===== config.mk =====
export PLATFORM = sky130hd
export DESIGN_NAME = mgmt_ser_ctl
export DESIGN_NICKNAME = d
export VERILOG_FILES = /design/src/rtl/mgmt_pkg.sv /design/src/rtl/mgmt_mdc_gen.sv /design/src/rtl/mgmt_frame_eng.sv /design/src/rtl/mgmt_ser_ctl.sv
export SDC_FILE = /design/constraint.sdc
export NUM_CORES = 1
export LEC_CHECK = 0
export CORE_ASPECT_RATIO = 0.9
export CORE_MARGIN = 1
export CORE_UTILIZATION = 35
export CTS_CLUSTER_DIAMETER = 40
export DETAILED_ROUTE_END_ITERATION = 8
export GPL_ROUTABILITY_DRIVEN = 0
export PLACE_DENSITY = 0.52
export SYNTH_ARGS = -nofsm -noshare
export SYNTH_HDL_FRONTEND = slang
export SYNTH_SLANG_ARGS = --single-unit

===== constraint.sdc =====
create_clock -name clk -period 3.4 [get_ports clk]
set_input_delay 0.51 -clock clk [delete_from_list [all_inputs] [get_ports clk]]
set_output_delay 0.51 -clock clk [all_outputs]
set_load 0.01 [all_outputs]

===== src/rtl/mgmt_pkg.sv =====
package mgmt_pkg;
   typedef enum logic [1:0] {
      A_CTRL = 2'd0,
      A_DATA = 2'd1,
      A_FEAT = 2'd2
   } reg_addr_e;

   localparam int FEAT_PACKED = 31;
   // packed-format control fields
   localparam int P_FIRE   = 15;
   localparam int P_ST     = 12;
   localparam int P_OP_LO  = 10;
   localparam int P_PHY_LO = 5;
   localparam int P_REG_LO = 0;
   localparam int P_WD_LO  = 16;
   // legacy-format control fields
   localparam int L_WR     = 27;
   localparam int L_RD     = 26;
   localparam int L_REG_LO = 21;
   localparam int L_PHY_LO = 16;

   localparam logic [1:0] OP_WR = 2'b01;
   localparam logic [1:0] OP_RD = 2'b10;
endpackage


===== src/rtl/mgmt_mdc_gen.sv =====
module mgmt_mdc_gen #(
   parameter int DIV_W = 8
) (
   input  logic             clk,
   input  logic             rst_n,
   input  logic             run,
   input  logic [DIV_W-1:0] half,
   output logic             mdc,
   output logic             rise,
   output logic             fall
);
   logic [DIV_W-1:0] cnt;
   logic [DIV_W-1:0] lim;
   logic             tick;

   assign lim  = (half == '0) ? DIV_W'(1) : half;
   assign tick = run && (cnt == lim - DIV_W'(1));
   assign rise = tick && !mdc;
   assign fall = tick && mdc;

   always_ff @(posedge clk) begin
      if (!rst_n || !run) begin
         cnt <= '0;
         mdc <= 1'b0;
      end else if (tick) begin
         cnt <= '0;
         mdc <= ~mdc;
      end else begin
         cnt <= cnt + DIV_W'(1);
      end
   end
endmodule


===== src/rtl/mgmt_frame_eng.sv =====
module mgmt_frame_eng #(
   parameter int PRE_LEN = 32
) (
   input  logic        clk,
   input  logic        rst_n,
   input  logic        start,
   input  logic        is_rd,
   input  logic [4:0]  phy,
   input  logic [4:0]  regn,
   input  logic [15:0] wdata,
   input  logic        rise,
   input  logic        fall,
   input  logic        mdio_i,
   output logic        run,
   output logic        done,
   output logic [15:0] rdata,
   output logic        mdio_o,
   output logic        mdio_oe
);
   localparam int FLEN = PRE_LEN + 32;
   localparam int IW   = $clog2(FLEN);
   localparam logic [IW-1:0] TA_IDX   = IW'(PRE_LEN + 14);
   localparam logic [IW-1:0] DAT_IDX  = IW'(PRE_LEN + 16);
   localparam logic [IW-1:0] LAST_IDX = IW'(FLEN - 1);

   logic [FLEN-1:0] sh;
   logic [IW-1:0]   idx;
   logic            rd_q;
   logic [15:0]     rsh;

   assign done    = run && fall && (idx == LAST_IDX);
   assign rdata   = rsh;
   assign mdio_o  = sh[FLEN-1];
   assign mdio_oe = run && !(rd_q && (idx >= TA_IDX));

   always_ff @(posedge clk) begin
      if (!rst_n) begin
         sh   <= '0;
         idx  <= '0;
         run  <= 1'b0;
         rd_q <= 1'b0;
         rsh  <= '0;
      end else if (start) begin
         sh   <= {{PRE_LEN{1'b1}}, 2'b01, (is_rd ? mgmt_pkg::OP_RD : mgmt_pkg::OP_WR),
                  phy, regn, (is_rd ? 2'b11 : 2'b10), (is_rd ? 16'hFFFF : wdata)};
         idx  <= '0;
         run  <= 1'b1;
         rd_q <= is_rd;
         rsh  <= '0;
      end else if (run) begin
         if (rise && (idx >= DAT_IDX)) rsh <= {rsh[14:0], mdio_i};
         if (fall) begin
            sh  <= {sh[FLEN-2:0], 1'b1};
            idx <= idx + IW'(1);
            if (idx == LAST_IDX) run <= 1'b0;
         end
      end
   end
endmodule


===== src/rtl/mgmt_ser_ctl.sv =====
module mgmt_ser_ctl
   import mgmt_pkg::*;
#(
   parameter int DIV_W   = 8,
   parameter int PRE_LEN = 32
) (
   input  logic             clk,
   input  logic             rst_n,
   input  logic [DIV_W-1:0] cfg_half,
   input  logic             reg_we,
   input  logic [1:0]       reg_addr,
   input  logic [31:0]      reg_wdata,
   output logic [31:0]      reg_rdata,
   output logic             busy,
   output logic             mdc,
   output logic             mdio_o,
   output logic             mdio_oe,
   input  logic             mdio_i
);
   generate
      if (DIV_W < 1 || DIV_W > 16) begin : g_bad_div
         $error("mgmt_ser_ctl: DIV_W out of range");
      end
      if (PRE_LEN < 1 || PRE_LEN > 64) begin : g_bad_pre
         $error("mgmt_ser_ctl: PRE_LEN out of range");
      end
   endgenerate

   logic [31:0] ctrl_q, data_q, feat_q;
   logic        act_new_q, act_rd_q;
   logic        ctl_acc, go, go_rd, done, rise, fall;
   logic [4:0]  go_phy, go_reg;
   logic [15:0] go_wd, rd_word;
   logic [31:0] ctrl_nx;
   logic        packed_fmt;

   assign packed_fmt = feat_q[FEAT_PACKED];
   assign ctl_acc    = reg_we && (reg_addr == A_CTRL) && !busy;

   always_comb begin
      go      = 1'b0;
      go_rd   = 1'b0;
      ctrl_nx = reg_wdata;
      go_phy  = packed_fmt ? reg_wdata[P_PHY_LO +: 5] : reg_wdata[L_PHY_LO +: 5];
      go_reg  = packed_fmt ? reg_wdata[P_REG_LO +: 5] : reg_wdata[L_REG_LO +: 5];
      go_wd   = packed_fmt ? reg_wdata[P_WD_LO +: 16] : data_q[15:0];
      if (ctl_acc) begin
         if (packed_fmt) begin
            if (reg_wdata[P_ST] && reg_wdata[P_FIRE]) begin
               case (reg_wdata[P_OP_LO +: 2])
                  OP_WR:   go = 1'b1;
                  OP_RD:   begin go = 1'b1; go_rd = 1'b1; end
                  default: ctrl_nx[P_FIRE] = 1'b0;
               endcase
            end
         end else if (reg_wdata[L_WR]) begin
            go = 1'b1;
         end else if (reg_wdata[L_RD]) begin
            go    = 1'b1;
            go_rd = 1'b1;
         end
      end
   end

   always_ff @(posedge clk) begin
      if (!rst_n) begin
         ctrl_q    <= '0;
         data_q    <= '0;
         feat_q    <= '0;
         act_new_q <= 1'b0;
         act_rd_q  <= 1'b0;
      end else begin
         if (ctl_acc) ctrl_q <= ctrl_nx;
         if (reg_we && reg_addr == A_FEAT) feat_q <= reg_wdata;
         if (reg_we && reg_addr == A_DATA) data_q <= reg_wdata;
         if (go) begin
            act_new_q <= packed_fmt;
            act_rd_q  <= go_rd;
         end
         if (done) begin
            if (act_new_q)     ctrl_q[P_FIRE] <= 1'b0;
            else if (act_rd_q) ctrl_q[L_RD]   <= 1'b0;
            else               ctrl_q[L_WR]   <= 1'b0;
            if (act_rd_q) data_q <= act_new_q ? {16'h0000, rd_word} : {rd_word, 16'h0000};
         end
      end
   end

   always_comb begin
      case (reg_addr)
         A_CTRL:  reg_rdata = ctrl_q;
         A_DATA:  reg_rdata = data_q;
         A_FEAT:  reg_rdata = feat_q;
         default: reg_rdata = '0;
      endcase
   end

   mgmt_mdc_gen #(.DIV_W(DIV_W)) u_mdc (
      .clk(clk), .rst_n(rst_n), .run(busy), .half(cfg_half),
      .mdc(mdc), .rise(rise), .fall(fall)
   );

   mgmt_frame_eng #(.PRE_LEN(PRE_LEN)) u_eng (
      .clk(clk), .rst_n(rst_n), .start(go), .is_rd(go_rd),
      .phy(go_phy), .regn(go_reg), .wdata(go_wd),
      .rise(rise), .fall(fall), .mdio_i(mdio_i),
      .run(busy), .done(done), .rdata(rd_word),
      .mdio_o(mdio_o), .mdio_oe(mdio_oe)
   );
endmodule


# == After elaboration in Yosys (flattened, before gate mapping) ==
# Cells that the tools add are included.
# word_totals
reg_bits,194
wordCells,94
inputBits,46
# op_classes
n_eq_ne,6
n_bitwise,2
n_lt_le_gt_ge,2
n_reduce_logical,28
add_sub_neg,3
n_mux,40
# op_table
operator,n
$mux W64,3
$mux W32,4
$pmux W32 S3,1
$mux W16,2
$mux W28,1
$mux W1,23
$logic_and A1 B1 Y1,13
$ge A6 B6 Y1 const B,2
$mux W5,2
$add A8 B1 Y8 const B,1
$eq A8 B8 Y1,1
$logic_not A8 Y1,1
$mux W8,1
$sub A8 B1 Y8 const B,1
$add A6 B1 Y6 const B,1
$eq A6 B6 Y1 const B,1
$mux W2,3
$reduce_and A2 Y1,3
$reduce_or A2 Y1,3
$eq A2 B1 Y1 const B,2
$eq A2 B2 Y1 const B,2
$logic_not A1 Y1,4
$reduce_bool A2 Y1,2
$logic_not A2 Y1,1
2 further kinds,3

# == Logic depth before layout (Yosys ltp) ==
# depth
word_depth,9
ltp_mapped,11
mapped_depth_nobuf,9

# == Modules after synthesis ==
# A second synthesis with hierarchy kept.
# hier_totals
hier_cells,1124
hier_area_um2,9207.6
# modules_own_cells
mod,instances,cells_each,area_each_um2
mgmt_ser_ctl,1,600,5004.8
mgmt_frame_eng,1,432,3407.0
mgmt_mdc_gen,1,92,795.8

# == Least setup slack after synthesis ==
# Ideal clock, no wire load.
# synth_path
kind,input-to-reg
startpoint,in cfg_half[3]
endpoint,reg u_eng.idx[2]
cell_stages,11
path_slack_ps,469
arrival_ps,2806
cell_sequence,nor4_2 > a21oi_1 > ha_1 > o21ba_1 > a221o_1 > a221oi_4 > nand4_2 > buf_4 > buf_2 > o31ai_1 > a21oi_1
# synth_via
elab_chain_cells,7
# synth_rtl
element,line_no,source
"start, declared",mgmt_ser_ctl.sv:9,"input logic [DIV_W-1:0] cfg_half,"
$logic_not A8 Y1,mgmt_mdc_gen.sv:16,assign lim = (half == '0) ? DIV_W'(1) : half;
$mux W8 *,mgmt_mdc_gen.sv:16,
$sub A8 B1 Y8 *,mgmt_mdc_gen.sv:17,assign tick = run && (cnt == lim - DIV_W'(1));
$eq A8 B8 Y1 *,mgmt_mdc_gen.sv:17,
$logic_and A1 B1 Y1 *,mgmt_mdc_gen.sv:17,
$logic_and A1 B1 Y1 *,mgmt_mdc_gen.sv:19,assign fall = tick && mdc;
$reduce_and A2 Y1 (no line) *,--,
"end signal, assigned",mgmt_frame_eng.sv:54,idx <= idx + IW'(1);
"end, declared",mgmt_frame_eng.sv:27,logic [IW-1:0] idx;
# Every way passes the cells marked *; elsewhere a longest branch is shown, timed or not.
# A chain may end at the register's enable or synchronous reset.

# == Worst setup path after layout ==
# layout_path
startpoint,in cfg_half[3]
endpoint,reg u_eng.sh[27]
# layout_via
elab_chain_cells,8
# layout_rtl
element,line_no,source
$logic_not A8 Y1,mgmt_mdc_gen.sv:16,
$mux W8 *,mgmt_mdc_gen.sv:16,
$sub A8 B1 Y8 *,mgmt_mdc_gen.sv:17,
$eq A8 B8 Y1 *,mgmt_mdc_gen.sv:17,
$logic_and A1 B1 Y1 *,mgmt_mdc_gen.sv:17,
$logic_and A1 B1 Y1 *,mgmt_mdc_gen.sv:19,
$reduce_bool A2 Y1 (no line) *,--,
$reduce_and A2 Y1 (no line) *,--,
"end signal, assigned",mgmt_frame_eng.sv:44,"sh <= {{PRE_LEN{1'b1}}, 2'b01, (is_rd ? mgmt_pkg::OP_RD : mgmt_pkg::OP_WR),"
"end signal, assigned",mgmt_frame_eng.sv:53,"sh <= {sh[FLEN-2:0], 1'b1};"
"end, declared",mgmt_frame_eng.sv:26,logic [FLEN-1:0] sh;
# Marks and branches as above.

==> results.json <==
{
  "post_cts.repair.setup_buffers": 0,
  "timing.final.max_slew_violations": 0,
  "global_route_total_usage_across_every_layer_pct": 20.3,
  "worst_hold_slack_ns": 0.456,
  "finalNetCount": 1223,
  "cp-start-kind": "primary input",
  "min-delay-start": "ctrl_q[1]",
  "synthTopCellsByArea": "dfxtp_1 42%, nand2_1 7.9%, a21oi_1 6.3%, mux2i_1 6.3%, mux2_2 5.9%",
  "yosysUniqueCellTypes": 58,
  "antenna_cells": 0,
  "worst_pin_slew_ns": 1.15,
  "route.final.wire_length_um": 26700,
  "worstPathCellList": "clkdlybuf4s50_1, nor4_2, a21oi_1, ha_1, o21ba_1, a221o_1, a221oi_4, and4_2, nand2_1, buf_12, o221a_2",
  "placement.setup.worst_slack_ns": -0.191,
  "postSynthAreaPerCell_um2": 8.30,
  "post_cts_resized": 0,
  "critical_path.reg2reg.startpoint": "feat_q[31]",
  "ir_worst_vdd_v": 0.000275,
  "detail_route.vias_per_cell": 5.38,
  "count_of_flip_flops_with_a_built_in_enable_after_synthesis": 0,
  "worst_hold_path_type": "reg -> reg",
  "rrSetupSlack_ns": 0.79,
  "critPathKind": "in -> reg",
  "synth_fp_nets": 1159,
  "setup_violations": 0,
  "asyncSetResetFlopFracSynth_pct": 0,
  "synth_largest_type_area_fraction_pct": 42.2,
  "drcViolationCount": 0,
  "design.die.area_um2": 27000,
  "setup_slack_ns": 0.279,
  "final_antenna_net_count": 0,
  "congestion_overflow_gr": 0,
  "dominantRegCellSynth": "dfxtp_1",
  "layout_worst_path_cycle_share_pct": 91.8,
  "layout_min_cycle_time_ns": 3.12,
  "rows": 55,
  "clock_slew_at_reported_path_ffs_ns": 0.08,
  "fin_skew_ns": 0.0155,
  "run_status": "finished clean",
  "gate_count_after_technology_mapping": 1109,
  "syn_area_um2": 9210,
  "areaGrowthSynthToFinish_pct": 22.1,
  "timing.final.hold_violations": 0,
  "drt_first_pass_iters": 7,
  "worstPathArrival_ns": 3.45,
  "yosysSeqAreaShare_pct": 42.2,
  "dp_hpwl_um": 18500,
  "floorplan.initialDensity_pct": 36.2,
  "ctsRootBufferMaster": "clkbuf_16",
  "post_route_cells_drive_above_1_share_pct": 14.5,
  "max_fo_critical_path": 43,
  "route.detailed.wl_per_inst_um": 17.5,
  "cts.htree.levels": 4,
  "grt_pass1_vias": 7700,
  "grt_pass1_wl_um": 43800,
  "top_level_ports": 82,
  "slew_headroom_pct": 22.9,
  "rsz0062_at_grt": "false",
  "number_of_antenna_violations_at_the_first_check_in_global_routing": 0,
  "max_cap_violations": 0,
  "die_width_um": 173,
  "placement.io_buffers": 81,
  "power.density_nw_per_um2": 436,
  "drt_iter0_markers": 672,
  "timing.reg2reg.worst_path_depth": 5,
  "total_power_mw": 4.90,
  "setup.worst_path.end_class": "register",
  "achievable-frequency_mhz": 320,
  "cts_max_path_buffers": 2,
  "cts_hold_repair.buffers": 0,
  "synth.yosys.warnings": 0,
  "worst_skew_pair.late_latency_ns": 0.44,
  "grt_start_max_net_pins": 68,
  "whs_endpoint": "ctrl_q[1]",
  "worstPathRequired_ns": 3.73,
  "cellLeakagePower_nw": 3.86,
  "clock_sinks": 194,
  "largest_incremental_delay_on_the_critical_path_ns": 0.43,
  "yosysTopAreaCell": "dfxtp_1",
  "hold_depth": 2,
  "cell_type_of_the_slowest_stage_on_the_worst_timing_path": "clkdlybuf4s50_1",
  "reg2reg_to": "u_eng.rdata[0]",
  "cts_tree": "yes",
  "synth_seq_cells": 194,
  "tritoncts.num_buffers": 17,
  "fp.dieH_um": 156,
  "detailroute.via_count": 8227,
  "fp.coreArea_um2": 25500
}
==> routing by layer <==
| layer | track usage, % | wire [um] | up-vias |
|---|---|---|---|
| met5 | 0 | 0 | - |
| met4 | 5.44 | 352 | 0 |
| met3 | 4.00 | 1410 | 20 |
| met2 | 30.1 | 11100 | 197 |
| met1 | 29.8 | 13900 | 3909 |
| li1 | - | - | 4101 |
==> worst max path at each step <==
stage,from,to,slack [ns],cells after the start
2_1_floorplan,cfg_half[3],u_eng.idx[2],0.47,11
3_3_place_gp,cfg_half[3],u_eng.sh[25],-0.14,11
3_5_place_dp,cfg_half[3],u_eng.sh[25],-0.19,11
4_1_cts,cfg_half[3],u_eng.sh[27],0.26,11
5_1_grt,cfg_half[3],ctrl_q[15],0.04,12
6_report,cfg_half[3],u_eng.sh[27],0.28,11
==> critical path, delay by kind of cell <==
kind / cells / cell delay [ns]
compound gates: 5 / 1.28
simple gates: 3 / 0.76
fa+ha+maj: 1 / 0.24
buf+inv: 2 / 0.66
==> power breakdown <==
part           internal [mW]  switching [mW]  leakage, nW  total [mW]
Clock                   1.01            1.02        0.292        2.03
Sequential              2.35          0.0472         1.58        2.39
Combinational          0.216           0.262         1.99       0.478
Total                   3.57            1.33         3.86        4.90
==> per-stage QoR <==
stage	instance area (um^2)	std cells	setup TNS (ns)	utilization (%)
final	11200	1528	0	44.1
after global routing	11200	1528	0	44.1
after CTS	11200	1528	0	44.1
after detailed placement	10600	1496	-11.84	41.8
after global placement	10600	1496	-5.27	41.8
after floorplan	9210	1109	0	-
==> placed cells by master (no fill, tap or decap), types with 9 or more instances in the layout <==
| cell | synthesis | routed |
|---|---|---|
| dfxtp_1 | 194 | 194 |
| nand2_1 | 194 | 194 |
| nor2_1 | 54 | 54 |
| buf_4 | 7 | 53 |
| o21ai_0 | 95 | 95 |
| a21oi_1 | 116 | 116 |
| mux2_2 | 48 | 48 |
| nand4b_1 | 17 | 17 |
| o221a_2 | 10 | 10 |
| a31oi_1 | 21 | 21 |
| nor3_1 | 37 | 37 |
| mux2i_1 | 58 | 58 |
| nand4_1 | 17 | 17 |
| clkbuf_16 | 0 | 17 |
| xor2_1 | 9 | 9 |
| buf_12 | 0 | 11 |
| clkdlybuf4s50_1 | 0 | 80 |
| a211oi_1 | 34 | 34 |
| nand3_1 | 32 | 32 |
==> synth_stat cells, types with 3 or more instances <==
library cell,number
a211oi_1,34
a21oi_1,116
a31oi_1,21
and3_1,5
and4_1,3
buf_1,7
buf_2,13
buf_4,7
clkbuf_1,71
dfxtp_1,194
ha_1,4
inv_1,4
mux2_2,48
mux2i_1,58
nand2_1,194
nand3_1,32
nand3b_1,3
nand4_1,17
nand4b_1,17
nor2_1,54
nor2b_1,5
nor3_1,37
o21ai_0,95
o21ai_1,4
o221a_2,10
o31ai_1,5
or4_1,4
xnor2_1,5
xor2_1,9
==> logic make-up after synthesis <==
family | synth area share, %
compound gates | 19.6
xor+xnor | 1.33
buf+inv | 4.95
flops | 42.2
simple gates | 19.2
fa+ha+maj | 0.544
mux | 12.2
==> state kept, by name (all words and copies together) (netlist names) <==
register	cells
data_q	32
u_eng.idx	6
u_eng.run	1
feat_q	32
u_mdc.mdc	1
u_eng.sh	64
u_eng.rd_q	1
u_mdc.cnt	8
act_new_q	1
u_eng.rdata	16
ctrl_q	32
==> area by class of cell <==
class / count / area (um^2)
repair buffers: 145 / 1420
well taps: 342 / 428
clock inverters: 14 / 155
inverters: 6 / 25.0
multi-input cells: 809 / 4880
fillers: 2566 / 14200
flip-flops and latches: 194 / 3880
clock buffers: 18 / 439
(Power assumes the default switching activity.)
